[config.mk]
export PLATFORM = sky130hd
export DESIGN_NAME = stk_chk_dpath
export DESIGN_NICKNAME = d
export VERILOG_FILES = /design/src/rtl/stk_chk_pkg.sv /design/src/rtl/stk_chk_dpath.sv
export SDC_FILE = /design/constraint.sdc
export NUM_CORES = 1
export LEC_CHECK = 0
export BUFFER_PORTS_ARGS = -buffer_cell sky130_fd_sc_hd__buf_4
export CAP_MARGIN = 25
export CELL_PAD_IN_SITES_DETAIL_PLACEMENT = 0
export CELL_PAD_IN_SITES_GLOBAL_PLACEMENT = 1
export CORE_MARGIN = 3
export CORE_UTILIZATION = 45
export DETAILED_ROUTE_END_ITERATION = 16
export PLACE_DENSITY = 0.95
export SLEW_MARGIN = 20
export SYNTH_ARGS = -nofsm -noshare
export SYNTH_HDL_FRONTEND = slang
export SYNTH_SLANG_ARGS = --single-unit
[constraint.sdc]
create_clock -name vclk -period 14.1
set_input_delay 2.115 -clock vclk [all_inputs]
set_output_delay 2.115 -clock vclk [all_outputs]
set_load 0.02 [all_outputs]
[src/rtl/stk_chk_pkg.sv]
package stk_chk_pkg;

  // Strobes from the control decode to the bound datapath.
  typedef struct packed {
    logic bypass;    // not in protected mode: always pass
    logic attrFail;  // attribute gate rejects the segment
    logic doPush;    // push rule set, else pop
    logic growDown;  // expand-down rule set
    logic wide;      // 32-bit pointer and ceiling
    logic lenFour;   // four-byte access
  } stkStrobes_t;

endpackage

[src/rtl/stk_chk_dpath.sv]
module stk_chk_dpath
  import stk_chk_pkg::*;
#(
  parameter int AW = 32,
  parameter int NW = 16
) (
  input  stkStrobes_t   strobes,
  input  logic [AW-1:0] stkPtr,
  input  logic [AW-1:0] segLimit,
  input  logic [AW-1:0] segEnd,
  output logic          boundFail
);

  localparam logic [AW-1:0] ALL_ONES   = '1;
  localparam logic [AW-1:0] NARROW_TOP = {{(AW-NW){1'b0}}, {NW{1'b1}}};
  localparam logic [AW-1:0] ONE        = AW'(1);
  localparam logic [AW-1:0] LEN_SHORT  = AW'(2);
  localparam logic [AW-1:0] LEN_LONG   = AW'(4);

  logic [AW-1:0] ptrM;
  logic [AW-1:0] ceilV;
  logic [AW-1:0] lenV;
  logic          ptrZero;
  logic          ptrAtCeil;

  always_comb begin
    ptrM      = strobes.wide ? stkPtr : (stkPtr & NARROW_TOP);
    ceilV     = strobes.wide ? ALL_ONES : NARROW_TOP;
    lenV      = strobes.lenFour ? LEN_LONG : LEN_SHORT;
    ptrZero   = (ptrM == '0);
    ptrAtCeil = (ptrM == ceilV);
  end

  // One rule per direction/growth pair.
  logic pushDownFail;
  logic pushUpFail;
  logic popDownFail;
  logic popUpFail;

  always_comb begin
    pushDownFail = ptrZero || (ptrM < lenV) ||
                   ((ptrM - lenV) <= segLimit) || (ptrM > ceilV);
  end

  always_comb begin
    if (ptrZero) pushUpFail = (segEnd != ceilV);
    else         pushUpFail = (ptrM < lenV) || ((ptrM - ONE) > segLimit);
  end

  always_comb begin
    popDownFail = ptrAtCeil || (((ceilV - ptrM) + ONE) < lenV);
  end

  always_comb begin
    popUpFail = ptrAtCeil || (segEnd == '0) || (ptrM > segLimit) ||
                (((segLimit - ptrM) + ONE) < lenV);
  end

  always_comb begin
    unique case ({strobes.doPush, strobes.growDown})
      2'b11:   boundFail = pushDownFail;
      2'b10:   boundFail = pushUpFail;
      2'b01:   boundFail = popDownFail;
      default: boundFail = popUpFail;
    endcase
  end

endmodule

==> results of run 1 <==
-- final cells by class --
cell class	count	area, um2	area share (%)
Multi-Input combinational cell	932	6952	83.12
Tap cell	216	270.3	3.232
Inverter	98	367.9	4.399
Timing Repair Buffer	103	773.2	9.246
-- stage by stage --
| step | hold slack (ps) | setup slack [ps] | total power [mW] |
|---|---|---|---|
| floorplan | 4529 | 5855 | 0.2263 |
| CTS | 4940 | 5376 | 0.3213 |
| detailed placement | 4935 | 5423 | 0.3186 |
| finish | 4943 | 5309 | 0.3275 |
| global route | 4944 | 4998 | 0.3635 |
| global placement | 4944 | 5477 | 0.3153 |
-- cell usage in the layout (no fill, tap or decap), drive strengths merged, types with 3 or more instances in the layout --
cell type  instances
a2111oi            3
a211oi             9
a21o              40
a21oi             71
a221oi             4
a31o               3
a31oi             12
and2               3
and3              12
buf              103
fa                 3
ha               179
inv               98
mux2i              5
nand2             85
nand2b            29
nand3             33
nand3b             3
nand4             58
nor2              70
nor2b             16
nor3              37
nor4              28
o2111ai            5
o211ai             6
o21a               8
o21ai             63
o21bai             3
o311ai             5
o31ai              8
or2                3
or3                8
or4                9
xnor2             68
xor2              11
-- power breakdown --
part	switching, mW	internal, mW
combinational	0.193	0.134
sequential	0	0
clock	0	0
total	0.193	0.134
-- worst paths after layout --
kind  slack (ps)         to  cells past startpoint
min         4940  boundFail                      5
max         5310  boundFail                     21
-- layer usage --
metal  wire, um  share of wire (%)  up-vias
li1           -                  -     4049
met1      10830                 44     3795
met2      11360                 46      315
met3       1965                8.0       36
met4        382                1.6        0
met5          0                  0        -
-- cells by family (layout without fill, tap and decap cells) --
kind of cell / after synthesis / count (layout) / synth area share, %
compound gates: 264 / 264 / 23.09
xor+xnor: 79 / 79 / 9.540
fa+ha+maj: 182 / 182 / 30.87
buf+inv: 123 / 201 / 6.684
mux: 5 / 5 / 0.6718
simple gates: 402 / 402 / 29.14
-- tightest hold or removal path: stages --
cell and delay, ps:
buf_4 130, nand2_1 60, a2bb2oi_1 110, a211oi_2 240, buf_4 180
==> summary.txt, run 1 <==
GRT
  • Largest net degree at the start of global routing: 40
  • Antenna violations before repair: 0
  • Vias in the first global route: slightly below 8k
  • Met1 usage: a little over a third
  • GR Util met2: between 40% and 50%
  • First-pass GRT wire length: about 39000 um
  • Met3 Use GR: approximately 4.5%
  • Gr ovfl total: 0
  • Layer with the highest usage: met2
  • GR Util All Layers: around a quarter

Die
  • Die height: 134.7 um
  • IO Pins: between 100 and 150
  • Die Wd: 134.7 um
  • Row count: 46
  • Core area: approximately 16000 um2
  • Die area: 18130 um2
  • Initial Utilization: between 40% and 50%

STA
  • Fin. max-slew vios: 0
  • Relative max-transition margin: between 40 and 50%
  • Final min period: between 8000 and 9000 ps
  • Final worst-path cycle share: between 60% and 70%
  • Setup tns final: 0 ps
  • FMAX: between 100 and 150 MHz
  • RSZ-0062 raised after global routing: no
  • Count of final setup violators: 0
  • Worst-Margin Slew: approximately 740 ps
  • Final hold vios: 0

Routing
  • Vias: 8195
  • Drt first pass iters: 6
  • Final WL: 24530 um
  • DRC viols: 0
  • Average via count per standard cell: roughly 6.1
  • Drt initial violations: ~640
  • Routed wire per std cell: between 15 and 20 um
  • Final ANT Viol Nets: 0

Clock tree
  • CTS Hold Bufs: 0
  • Post-CTS setup repair buffer count: 0
  • Post-cts sizing count: 0

Critical path
  • Peak fanout along the critical path: 6
  • Crit path cell chain: buf_4, inv_1, ha_1, inv_1, fa_1, nor4_1, buf_4, nand2_1, nor2_1, nand2_1, xnor2_1, ha_1, a21o_1, a21o_1, a21oi_1, nor2_1, or4_1, o311ai_0, a2bb2oi_1, a211oi_2, buf_4
  • CP required: 11980 ps
  • Critical path buffers and inverters: 5
  • Data arrival, critical path: about 6700 ps
  • Critical path class: input pin to output pin
  • CP Launch Type: input pin
  • CP startpoint: strobes[0]
  • Max incr delay on CP: about 480 ps
  • Most common cell on crit path: buf_4
  • Family with the most delay on the worst path: simple AND/OR/NAND/NOR gates
  • CP Capture Type: output pin
  • Slowest cell on crit path: or4_1

Synth
  • Synth top area share: 30.06%
  • Most area-consuming cells after synthesis: ha_1 (30%), xnor2_1 (7.9%), inv_1 (4.9%), nand4_1 (4.8%), a21oi_1 (4.8%)
  • YS warnings: 0
  • Syn avg cell area: 7.061 um2
  • Syn_nets: 1339
  • Cell with the most instances after synthesis: ha_1
  • Sequential share of the synthesized area: 0%
  • Commonest cells post-synth: ha_1 (179), inv_1 (97), nand2_1 (83), a21oi_1 (71), nor2_1 (69)
  • Post-Synthesis Cell Area: ~7400 um2
  • Synth Instances: approximately 1.1k
  • Largest area contributor in the netlist: ha_1
  • Synth unique cells: 80

Layout
  • Layout fillers: approximately 1.6k
  • Non-Filler Instances: between 1k and 1.5k
  • Synthesis-to-layout area growth: 12.26%
  • Final instance area: 8363 um2
  • Layout Nets: 1419
  • Layout cells sized above 1: 11.47%
  • Fin util: about 52%
  • Inserted Diodes: 0
  • Num sequential: 0
  • Reg area: 0 um2
  • Count of clock buffers in the final design: 0

Status
  • Status: finished, final reports clean

Placed design
  • Hpwl dp: 21040 um
  • Final GP Congestion: 0.9866
  • Post-placement cell count: ~1.3k
  • Area after DPL: 8363 um2
  • Port Buffers: between 100 and 150

Pwr
  • P_leak: 4.004 nW
  • Pwr dens: between 30 and 40 nW/um2
  • Worst VDD drop: roughly 0.022 mV

Hold path
  • Hold Path Class: input pin to output pin
  • Worst hold path startpoint: strobes[2]

Job
  • Max capacitance violation total: 0
Power figures use the tool's default switching activity.
==> run 2: changes to the inputs <==
CORE_UTILIZATION = 40   (was 45)
PLACE_DENSITY = 0.92   (was 0.95)
clock period = 7.8 ns   (was 14.1 ns; I/O delays follow)
==> run 2 against run 1 <==
  * Non-clock buffer count unchanged
  * Critical endpoint unchanged
  * Flip-flop and latch count unchanged
  * Count of clock-buffer cells in the layout unchanged
  * Critical path depth unchanged
  * Die area up 12%
  * Largest cell class unchanged
==> summary.txt, run 2 (synthesis results as in run 1) <==
STA
  • Setup tns final: 0 ps (unchanged)
  • RSZ-0062 raised after global routing: no (unchanged)
  • FMAX: 146.1 MHz
  • Relative max-transition margin: 50.42% (was 49.97%)
  • Worst-Margin Slew: 736.9 ps (was 743.6 ps)
  • Final min period: between 6000 and 7000 ps
  • Final hold vios: 0 (unchanged)
  • Fin. max-slew vios: 0 (unchanged)
  • Count of final setup violators: 0 (unchanged)
  • Final worst-path cycle share: 87.76%

Clock tree
  • CTS Hold Bufs: 0 (unchanged)
  • Post-CTS setup repair buffer count: 0 (unchanged)
  • Post-cts sizing count: 0 (unchanged)

Layout
  • Layout cells sized above 1: 11.47% (unchanged)
  • Commonest cells after routing, fill and taps aside: ha_1 (179), buf_4 (103), inv_1 (97) (unchanged)
  • Count of clock buffers in the final design: 0 (unchanged)
  • Layout fillers: 1911 (was 1637)
  • Synthesis-to-layout area growth: 12.51% (was 12.26%)
  • Non-Filler Instances: 1363 (was 1349)
  • Num sequential: 0 (unchanged)
  • Reg area: 0 um2 (unchanged)
  • Most common cell after layout, fill and taps aside: ha_1 (unchanged)
  • Layout Nets: 1419 (unchanged)

Hold path
  • Hold Path Class: input pin to output pin (unchanged)

Placed design
  • Port Buffers: 101 (unchanged)
  • Hpwl dp: 21490 um (was 21040 um)
  • Post-placement cell count: 1362 (was 1349)
  • Final GP Congestion: 0.9632 (was 0.9866)

Routing
  • Vias: 8156 (was 8195)
  • Drt initial violations: 608 (was 638)
  • DR WL met3: 1934 um (was 1965 um)
  • Top Layer Used: met4 (unchanged)
  • DRC viols: 0 (unchanged)
  • Routed wire per std cell: 18.10 um (was 18.18 um)
  • Average via count per standard cell: 5.984 (was 6.075)
  • Drt first pass iters: 6 (unchanged)
  • Final ANT Viol Nets: 0 (unchanged)
  • Met2 wire len: 11440 um (was 11360 um)
  • Met1 WL: 10940 um (was 10830 um)
  • Final WL: 24670 um (was 24530 um)

Die
  • Die area: 20300 um2 (was 18130 um2)
  • Initial Utilization: 41.05% (was 46.39%)
  • Core area: 18150 um2 (was 16060 um2)
  • IO Pins: 103 (unchanged)
  • Die height: 142.5 um (was 134.7 um)
  • Row count: 49 (was 46)
  • Die Wd: 142.5 um (was 134.7 um)

Critical path
  • CP Capture Type: output pin (unchanged)
  • Critical path class: input pin to output pin (unchanged)
  • CP Launch Type: input pin (unchanged)
  • Data arrival, critical path: 5680 ps (was 6680 ps)
  • Peak fanout along the critical path: 6 (unchanged)
  • CP required: 6630 ps (was 11980 ps)

GRT
  • Antenna violations before repair: 0 (unchanged)
  • Largest net degree at the start of global routing: 40 (unchanged)
  • Gr ovfl total: 0 (unchanged)
  • GR Util All Layers: 23.20% (was 25.82%)
  • Vias in the first global route: 7634 (was 7718)
  • First-pass GRT wire length: 39070 um (was 38830 um)

Job
  • Max capacitance violation total: 0 (unchanged)

Status
  • Status: finished, final reports clean (unchanged)
-- run 2: cell count changes in the layout (fill, tap and decap cells not counted), sizes merged --
cell   previous run  this run
diode             0         1
-- run 2: routing by layer --
layer	up-vias	global-route usage (%)
met3	37	2.755
li1	4056	-
met4	0	2.401
met5	-	0
met2	307	39.64
met1	3756	32.37
-- run 2: layout make-up --
class	instances	area, um2	share of cell area, %
inverters	98	367.9	4.389
repair buffers	103	773.2	9.225
multi-input cells	932	6952	82.94
well taps	229	286.5	3.418
diodes	1	2.502	0.02986
-- run 2: path summary, 6_finish.rpt --
path | from | endpoint | slack [ps] | depth (start not counted)
max | strobes[0] | boundFail | 950 | 21
min | strobes[2] | boundFail | 3010 | 5
-- run 2: through the flow --
step | util (%) | hold slack (ps) | setup WS [ps] | area, um2
floorplan | - | 2639 | 1445 | 7450
global placement | 46.17 | 3030 | 1076 | 8379
detailed placement | 46.17 | 3024 | 1021 | 8379
CTS | 46.17 | 3023 | 998.2 | 8379
global route | 46.17 | 3020 | 754.1 | 8379
finish | 46.19 | 3007 | 954.9 | 8382
-- run 2: critical path, stage by stage --
cell	delay [ps]
buf_4	110
inv_1	210
ha_1	190
inv_1	60
fa_1	460
nor4_1	320
buf_4	200
nand2_1	210
nor2_1	230
nand2_1	90
xnor2_1	150
ha_1	290
a21o_1	190
a21o_1	170
a21oi_1	140
nor2_1	50
or4_1	460
o311ai_0	350
a2bb2oi_1	170
a211oi_2	260
buf_4	190
==> run 3: changes to the inputs <==
ABC_AREA = 1   (was unset)
CORE_UTILIZATION = 38   (was 40)
PLACE_DENSITY = 0.91   (was 0.92)
==> run 3 against run 2 <==
  * Setup slack improved by 700 ps
  * Flip-flop and latch count unchanged
  * Critical path depth increased by 5
  * Synthesized cell count increased by 47%
  * First-iteration DRC count decreased by 4.1%
  * Final cell count increased by 41%
  * Synthesized area increased by 17%
  * Core utilization decreased by 2.3 points
  * Wire length increased by 15%
  * Cell area increased by 16%
  * Critical endpoint unchanged
==> summary.txt, run 3 <==
Placed design
  • Port Buffers: 101 (unchanged)
  • Area after DPL: 9749 um2 (was 8379 um2)
  • Hpwl dp: 25870 um (was 21490 um)
  • Final GP Congestion: 0.9819 (was 0.9632)
  • Post-placement cell count: 1919 (was 1362)

Die
  • IO Pins: 103 (unchanged)
  • Initial Utilization: 39.34% (was 41.05%)
  • Row count: 54 (was 49)
  • Die height: 157.7 um (was 142.5 um)
  • Core area: 22230 um2 (was 18150 um2)
  • Die Wd: 157.7 um (was 142.5 um)
  • Die area: 24870 um2 (was 20300 um2)

Clock tree
  • Post-CTS setup repair buffer count: 0 (unchanged)
  • Post-cts sizing count: 0 (unchanged)
  • CTS Hold Bufs: 0 (unchanged)

Critical path
  • CP Capture Type: output pin (unchanged)
  • CP Launch Type: input pin (unchanged)
  • Peak fanout along the critical path: 6 (unchanged)
  • CP required: 6630 ps (about the same)
  • CP startpoint: strobes[0] (unchanged)
  • Data arrival, critical path: 4970 ps (was 5680 ps)
  • Critical path class: input pin to output pin (unchanged)

STA
  • Final hold vios: 0 (unchanged)
  • Setup tns final: 0 ps (unchanged)
  • FMAX: 162.9 MHz (was 146.1 MHz)
  • Final min period: 6140 ps (was 6845 ps)
  • RSZ-0062 raised after global routing: no (unchanged)
  • Final worst-path cycle share: 78.72% (was 87.76%)
  • Hold_ws: 2768 ps (was 3007 ps)
  • Count of final setup violators: 0 (unchanged)
  • Worst-Margin Slew: 691.4 ps (was 736.9 ps)
  • Relative max-transition margin: 53.55% (was 50.42%)
  • Fin. max-slew vios: 0 (unchanged)

Routing
  • Average via count per standard cell: 5.014 (was 5.984)
  • Final WL: 28460 um (was 24670 um)
  • DRC viols: 0 (unchanged)
  • Drt first pass iters: 5 (was 6)
  • Routed wire per std cell: 14.83 um (was 18.10 um)
  • Vias: 9621 (was 8156)
  • Final ANT Viol Nets: 0 (unchanged)
  • Drt initial violations: 583 (was 608)

Layout
  • Synthesis-to-layout area growth: 11.49% (was 12.51%)
  • Inserted Diodes: 0 (was 1)
  • Commonest cells after routing, fill and taps aside: nand2_1 (484), inv_1 (278), ha_1 (179) (was ha_1 (179), buf_4 (103), inv_1 (97))
  • Num sequential: 0 (unchanged)
  • Layout cells sized above 1: 10.98% (was 11.47%)
  • Reg area: 0 um2 (unchanged)
  • Count of clock buffers in the final design: 0 (unchanged)
  • Layout fillers: 2463 (was 1911)
  • Layout Nets: 1925 (was 1419)
  • Non-Filler Instances: 1919 (was 1363)
  • Final instance area: 9749 um2 (was 8382 um2)
  • Most common cell after layout, fill and taps aside: nand2_1 (was ha_1)

Synth
  • Commonest cells post-synth: nand2_1 (484), inv_1 (278), ha_1 (179), nor2_1 (149), nand3_1 (80) (was ha_1 (179), inv_1 (97), nand2_1 (83), a21oi_1 (71), nor2_1 (69))
  • Syn_nets: 1833 (was 1339)
  • Sequential share of the synthesized area: 0% (unchanged)
  • Syn avg cell area: 5.645 um2 (was 7.061 um2)
  • Synth top area share: 25.61% (was 30.06%)
  • YS warnings: 0 (unchanged)
  • Cell with the most instances after synthesis: nand2_1 (was ha_1)
  • Largest area contributor in the netlist: ha_1 (unchanged)
  • Synth Instances: 1549 (was 1055)
  • Synth unique cells: 44 (was 80)
  • Post-Synthesis Cell Area: 8745 um2 (was 7450 um2)
  • Most area-consuming cells after synthesis: ha_1 (26%), nand2_1 (21%), inv_1 (12%), nor2_1 (6.4%), xor2_1 (5.9%) (was ha_1 (30%), xnor2_1 (7.9%), inv_1 (4.9%), nand4_1 (4.8%), a21oi_1 (4.8%))

Hold path
  • Worst hold path startpoint: strobes[3] (was strobes[2])
  • Hold Path Class: input pin to output pin (unchanged)
  • Worst Hold End: boundFail (unchanged)
  • Hold path cells: 5 (unchanged)

Job
  • Max capacitance violation total: 0 (unchanged)

Pwr
  • Pwr dens: approximately 66 nW/um2
  • Psw: approximately 0.40 mW
  • Sw frac: 63.02%
  • P_leak: around 5.8 nW
  • Clock group share of total power: 0%
  • Register share of total power: 0%
  • Comb pwr share: 100.0%
  • Worst VDD drop: ~0.038 mV
  • Int Pwr: around 0.24 mW

GRT
  • Gr ovfl total: 0 (unchanged)
  • Antenna violations before repair: 0 (unchanged)
  • GR Util All Layers: 22.22% (was 23.20%)
  • First-pass GRT wire length: 44790 um (was 39070 um)
  • Largest net degree at the start of global routing: 26 (was 40)
  • Vias in the first global route: 9032 (was 7634)

Status
  • Status: finished, final reports clean (unchanged)
run 3: changes by cell type after synthesis, moves of 17 or more:
cell and change:
nor2_1 +80, a21o_1 -39, nand2_2 +17, xor2_1 +48, nand2_1 +401, xnor2_1 -60, o21ai_0 -44, inv_1 +181
nand2b_1 -29, nand3_1 +47
run 3: power groups by stage:
stage	clock network [mW]	registers [mW]	logic, mW
after floorplan	0	0	0.452
after global placement	0	0	0.627
after detailed placement	0	0	0.633
after CTS	0	0	0.636
after global routing	0	0	0.727
final	0	0	0.639
run 3: layer usage:
| layer | track usage, % | wire, um |
|---|---|---|
| met1 | 29.76 | 12870 |
| met5 | 0 | 0 |
| met3 | 0.8475 | 1247 |
| met2 | 39.63 | 13620 |
| met4 | 4.793 | 718 |
run 3: kinds of logic after synthesis:
kind of cell / after synthesis / synth area share, %
AOI/OAI and AO/OA: 121 / 7.655
xor gates and xnor gates: 66 / 6.610
adders and majority gates: 182 / 26.30
buffers and inverters: 305 / 13.86
and+or+nand+nor: 875 / 45.57
run 3: layout make-up:
type                            instances  area [um2]  area share, %
Multi-Input combinational cell       1244        7532          77.26
Timing Repair Buffer                  101       758.2          7.777
Inverter                              294        1109          11.37
Tap cell                              280       350.3          3.593
run 3: per-stage QoR:
step	power, mW	setup WS [ps]	util [%]
final	0.6393	1660	43.86
after global routing	0.7271	1412	43.86
after CTS	0.6365	1701	43.86
after detailed placement	0.6327	1704	43.86
after global placement	0.6266	1754	43.86
after floorplan	0.4525	2496	-
run 3: critical path, cell delays in order:
cell	delay [ps]
buf_4	110
inv_1	220
ha_1	200
inv_1	60
fa_1	460
nor2_2	230
inv_2	50
nor2_2	250
inv_2	90
nor2_4	160
nand3_1	160
nor3_2	160
xor2_1	160
ha_1	260
a21oi_1	160
o21ai_0	90
nand2_1	60
o211ai_1	100
a31oi_1	170
nand2_1	70
nand2_1	70
nand2_1	50
nand2_1	50
nor2_1	50
a21oi_2	170
buf_4	170
run 3: how the worst max path moves through the flow:
stage | endpoint | slack [ps] | depth (start not counted)
after floorplan | boundFail | 2500 | 24
after global placement | boundFail | 1750 | 26
after detailed placement | boundFail | 1700 | 26
after CTS | boundFail | 1700 | 26
after global routing | boundFail | 1410 | 26
final | boundFail | 1660 | 26
